--- src/rtl/cla_adder.sv ---
module cla_adder #(
  parameter int N = 32,
  parameter int K = 4
) (
  input  logic [N-1:0] a_in,
  input  logic [N-1:0] b_in,
  input  logic         c_in,
  output logic [N-1:0] sum_out,
  output logic         c_out
);
  localparam int NB = N / K;

  if ((N % K) != 0 || K < 1) begin : g_bad_cfg
    $error("cla_adder: N must be a whole multiple of K");
  end

  logic [N-1:0]  gen;
  logic [N-1:0]  prop;
  logic [N-1:0]  col_ci;
  logic [N-1:0]  col_co;
  logic [NB:0]   blk_c;
  logic [NB-1:0] blk_g;
  logic [NB-1:0] blk_p;

  assign gen   = a_in & b_in;
  assign prop  = a_in | b_in;
  assign blk_c[0] = c_in;
  assign c_out = blk_c[NB];

  for (genvar bi = 0; bi < NB; bi++) begin : g_blk
    logic [K-1:0] g_acc;
    logic [K-1:0] p_acc;

    for (genvar ci = 0; ci < K; ci++) begin : g_col
      localparam int IX = bi * K + ci;
      if (ci == 0) begin : g_first
        assign g_acc[ci]  = gen[IX];
        assign p_acc[ci]  = prop[IX];
        assign col_ci[IX] = blk_c[bi];
      end else begin : g_next
        assign g_acc[ci]  = gen[IX] | (prop[IX] & g_acc[ci-1]);
        assign p_acc[ci]  = prop[IX] & p_acc[ci-1];
        assign col_ci[IX] = col_co[IX-1];
      end
      assign col_co[IX]  = gen[IX] | (prop[IX] & col_ci[IX]);
      assign sum_out[IX] = a_in[IX] ^ b_in[IX] ^ col_ci[IX];
    end

    assign blk_g[bi]   = g_acc[K-1];
    assign blk_p[bi]   = p_acc[K-1];
    assign blk_c[bi+1] = blk_g[bi] | (blk_p[bi] & blk_c[bi]);
  end

  always_comb begin
    AST_SUM_MATCH: assert ({c_out, sum_out} == ({1'b0, a_in} + {1'b0, b_in} + {{N{1'b0}}, c_in}));
    for (int bi = 0; bi < NB; bi++) begin
      AST_BLOCK_CARRY: assert (blk_c[bi+1] == col_co[bi*K + K - 1]);
    end
    if (((a_in ^ b_in) == {N{1'b1}})) begin
      AST_ALL_PROPAGATE: assert (c_out == c_in);
    end
    if ((a_in & b_in) == {N{1'b1}}) begin
      AST_ALL_GENERATE: assert (c_out);
    end
  end
endmodule

--- config.mk ---
export PLATFORM = sky130hd
export DESIGN_NAME = cla_adder
export DESIGN_NICKNAME = d
export VERILOG_FILES = /design/src/rtl/cla_adder.sv
export SDC_FILE = /design/constraint.sdc
export NUM_CORES = 1
export LEC_CHECK = 0
export BUFFER_PORTS_ARGS = -buffer_cell sky130_fd_sc_hd__buf_4
export CORE_MARGIN = 4
export CORE_UTILIZATION = 40
export DETAILED_ROUTE_END_ITERATION = 8
export PLACE_DENSITY = 0.8
export SETUP_SLACK_MARGIN = 0.5
export SLEW_MARGIN = 30
export SYNTH_ARGS = -nofsm -noshare
export SYNTH_HDL_FRONTEND = slang
export SYNTH_SLANG_ARGS = --single-unit
--- constraint.sdc ---
create_clock -name vclk -period 6.4
set_input_delay 1.6 -clock vclk [all_inputs]
set_output_delay 1.6 -clock vclk [all_outputs]
set_load 0.01 [all_outputs]
* Word level (Yosys, flattened, before mapping) *
Index checks and enable logic that the tools add are counted.

storage, ports and cells
  flip-flop bits (word level) = 0
  latch bits = 0
  bits in writable memories = 0
  ROM bits = 0
  input port bits = 65
  memories = 0

cells by class
  add/subtract/negate cells = 0
  multiply operators = 0
  div/mod/pow operators = 0
  order comparisons = 0
  equal/unequal tests = 0
  shift-type cells = 0
  mux-type cells = 0
  bitwise gates (word level) = 202
  reductions and logical operators = 0

operators by type and width
  cell                count
  1-bit bitwise AND   80
  1-bit bitwise XOR   64
  1-bit bitwise OR    56
  32-bit bitwise AND  1
  32-bit bitwise OR   1

* Depth between registers and ports, before layout *
  depth after elaboration = 27
  gate-level depth with buffers = 13
  depth with buffers taken out = 13

* Worst setup path after synthesis *
No wires, ideal clock.

  kind = input -> output
  from = input a_in[0]
  to = output sum_out[26]
  data arrival time = 4047 ps
  required time = 4800 ps
  path slack = 753 ps
  cell stages on the path = 12
  path buffers = 0
  cell sequence = ha_1 -> nor3b_1 -> o31ai_4 -> a21oi_2 -> nor3_1 -> a21oi_1 -> or2_1 -> fa_1 -> fa_1 -> inv_1 -> fa_1 -> inv_1

between the ends
  longest elaborated chain between the ends = 23
  elaborated cells on any way between the ends = 28
  classes of those cells = 28 x bitwise

RTL lines
  what                 RTL line  RTL
  from (decl)          5         input logic [N-1:0] a_in,
  32-bit bitwise AND   n/a
  1-bit bitwise AND    41        assign g_acc[ci] = gen[IX] | (prop[IX] & g_acc[ci-1]);
  1-bit bitwise OR     41
  1-bit bitwise AND    41
  1-bit bitwise OR     41
  1-bit bitwise AND    41
  1-bit bitwise OR     41
  1-bit bitwise OR *   51        assign blk_c[bi+1] = blk_g[bi] | (blk_p[bi] & blk_c[bi]);
  [7 not listed]       n/a
  1-bit bitwise OR *   51
  1-bit bitwise AND *  51
  1-bit bitwise OR *   51
  1-bit bitwise AND *  45        assign col_co[IX] = gen[IX] | (prop[IX] & col_ci[IX]);
  1-bit bitwise OR *   45
  1-bit bitwise AND *  45
  1-bit bitwise OR *   45
  1-bit bitwise XOR *  46        assign sum_out[IX] = a_in[IX] ^ b_in[IX] ^ col_ci[IX];
  to (decl)            8         output logic [N-1:0] sum_out,

Every way passes the cells marked *; elsewhere a longest branch is shown, timed or not.

* Worst setup path in the final report *
  from = input a_in[11]
  to = output sum_out[22]

between the ends
  longest elaborated chain between the ends = 13
  elaborated cells on any way between the ends = 16
  classes of those cells = 16 x bitwise

RTL lines
  what                                                          RTL line  RTL
  32-bit bitwise OR                                             26        assign prop = a_in | b_in;
  1-bit bitwise AND (on tied branches)                          41, 42
  1-bit bitwise OR / 1-bit bitwise AND (equally long branches)  41, 51
  1-bit bitwise OR *                                            51
  1-bit bitwise AND *                                           51
  1-bit bitwise OR *                                            51
  1-bit bitwise AND *                                           51
  1-bit bitwise OR *                                            51
  1-bit bitwise AND *                                           45
  1-bit bitwise OR *                                            45
  1-bit bitwise AND *                                           45
  1-bit bitwise OR *                                            45
  1-bit bitwise XOR *                                           46

Marks and branches as above.

==> flow_metrics.tcl <==
set metrics [dict create \
    yosys_warnings 0 \
    holdCritPathClass "in -> out" \
    placed_instance_count 402 \
    critical_path.max_stage_delay_ns 0.39 \
    synth_sequential_area_ratio_pct 0 \
    critical_path.cell_chain "buf_8 -> inv_6 -> ha_4 -> inv_4 -> a21oi_4 -> o31ai_4 -> a221oi_4 -> buf_6 -> nand2b_4 -> a21o_1 -> fa_2 -> fa_2 -> inv_2 -> fa_1 -> inv_1 -> buf_4" \
    synth_top_area_cell "ha_1" \
    area_delta_synth_final_pct 64.8 \
    area_after_detailed_placement_um2 2890 \
    grtUsageTotal_pct 16.7 \
    floorplan.rows 25 \
    post-dp-hpwl_um 4430 \
    period_share_pct 91.9 \
    grt_start_max_net_pins 4 \
    post_synth_instance_area_um2 2070 \
    grt_antenna_before_repair 0 \
    die_area_um2 6400 \
    worst_setup_path_start_kind "input port" \
    io_pins 98 \
    post-route-min-period_ns 5.88 \
    criticalPathCategory "in -> out" \
    power.clock.fraction_pct 0 \
    netSwitchingPower_mw 0.141 \
    worst_slew_pin_slew_ns 0.506 \
    critical_path.slowest_cell "fa_1" \
    start_util_pct 42.5 \
    status "completed" \
    share_seq_of_total_power_pct 0 \
    wl_um 5270 \
    slew-limit-headroom_pct 66.0 \
    worst_hold_slack_ns 3.55 \
    core_area_um2 4880 \
    path_buf_inv 7 \
    crit_path_max_fanout 3 \
    postRouteAntennaNets 0 \
    yosys.cell_count.top_type "inv_1" \
    yosys-top-cells-count "inv_1, ha_1, fa_1, a21oi_1" \
    setup_total_negative_slack_ns 0 \
    arrival_ns 4.28 \
    drt-pass1-iter-count 4 \
    die_w_um 80.0 \
    worst_ep_required_ns 4.80 \
    portBuffers 98 \
    cp-end-kind "primary output" \
    netSwitchingFraction_pct 47.0 \
    clock.fmax_ghz 0.170 \
    grt_pass1_wl_um 8800 \
    synth_fp_nets 390 \
    clkbuf_count 0 \
    fin_area_um2 3420 \
    syn_area_per_cell_um2 8.75 \
    slew_viol_final 0 \
    synthCells 237 \
    layout.nets 501 \
    p_per_area_nw_per_um2 87.7 \
    synth_largest_type_area_fraction_pct 38.6 \
    critical_path.most_common_cell "fa_2" \
    route.detailed.drc 0 \
    dieHeight_um 80.0 \
    share_comb_of_total_power_pct 100.0 \
    drive_gt1_share_pct 53.2 \
    cellLeakagePower_nw 1.80 \
    n_diodes 0 \
    instances_no_fill 413 \
    vias 1867 \
    grt_pass1_vias 2001 \
    grt_overflow_total 0 \
    initialDrtViolationCount 17 \
    post_synth_num_cell_types 28 \
    max_cap_viol_count 0 \
    ff_latch_area_um2 0 \
    crit_family "adder cells" \
    layout.sequential_cells 0 \
    final_hold_viol_count 0 \
    detail_route.wl_per_cell_um 12.8 \
    ys_top_cells_by_area "ha_1, fa_1, inv_1, a21oi_1, xor2_1" \
    rsz0062_at_grt "true" \
    worst_ir_drop_vdd_v 0.0000504 \
    gpl_wtd_cong 0.790 \
    detail_route.vias_per_cell 4.52 \
    power.internal_mw 0.159 \
    timing.final.setup_violations 0 \
]
-- power groups by stage --
stage	logic [mW]	clock network (mW)	registers (mW)
finish	0.300	0	0
global route	0.333	0	0
CTS	0.289	0	0
detailed placement	0.256	0	0
global placement	0.247	0	0
floorplan	0.129	0	0
-- final timing paths --
check                 from  cells after the start           to  slack (ns)
setup / recovery  a_in[11]                     16  sum_out[22]        0.52
hold / removal     b_in[5]                      3   sum_out[5]        3.55
-- per-layer routing --
| layer | wire [µm] | GRT usage [%] | vias up |
|---|---|---|---|
| met5 | 0 | 0 | - |
| met4 | 53 | 1.86 | 0 |
| met2 | 3030 | 33.9 | 56 |
| met3 | 284 | 1.02 | 6 |
| li1 | - | - | 921 |
| met1 | 1900 | 19.2 | 884 |
-- cells by family (layout without fill, tap and decap cells) --
| family | Yosys count | count (layout) | synth area share [%] |
|---|---|---|---|
| xor gates and xnor gates | 8 | 8 | 3.38 |
| buffers and inverters | 90 | 199 | 16.3 |
| adders and majority gates | 88 | 88 | 61.8 |
| AOI/OAI and AO/OA | 32 | 32 | 11.5 |
| and+or+nand+nor | 19 | 19 | 7.06 |
-- cells in the final DEF, fill, tap and decap left out, types with 2 or more instances in the layout --
cell type  count
ha_1          46
fa_2          10
o21bai_1       2
buf_8          3
o31ai_4        4
a21oi_4        2
inv_1         66
inv_4          8
xnor2_1        3
ha_4          13
nand2_1        3
nor4_1         3
a2111oi_0      2
ha_2           5
a21o_1         4
nor4_4         3
fa_1          14
buf_4         95
inv_2         15
xor2_1         5
buf_6         10
a21oi_2        6
a21oi_1        6
-- through the flow --
| stage | util, % | power [mW] | setup WS, ns |
|---|---|---|---|
| 6_report | 70.0 | 0.300 | 0.518 |
| 5_1_grt | 70.0 | 0.333 | 0.350 |
| 4_1_cts | 67.5 | 0.289 | 0.467 |
| 3_5_place_dp | 59.3 | 0.256 | 0.247 |
| 3_3_place_gp | 59.3 | 0.247 | 0.318 |
| 2_1_floorplan | - | 0.129 | 0.753 |
-- area by class of cell --
type                            count  area [µm²]
Multi-Input combinational cell    147        2080
Fill cell                         391        1460
Timing Repair Buffer              109         891
Inverter                           90         363
Tap cell                           67        83.8
-- timing repair --
| item | CTS | global route |
|---|---|---|
| endpoints found under the setup margin | 8 | 9 |
| pin swaps | 29 | 25 |
| hold buffers | 0 | 0 |
| buffers inserted | 7 | 4 |
| resized for setup | 90 | 26 |
(Power assumes the default switching activity.)
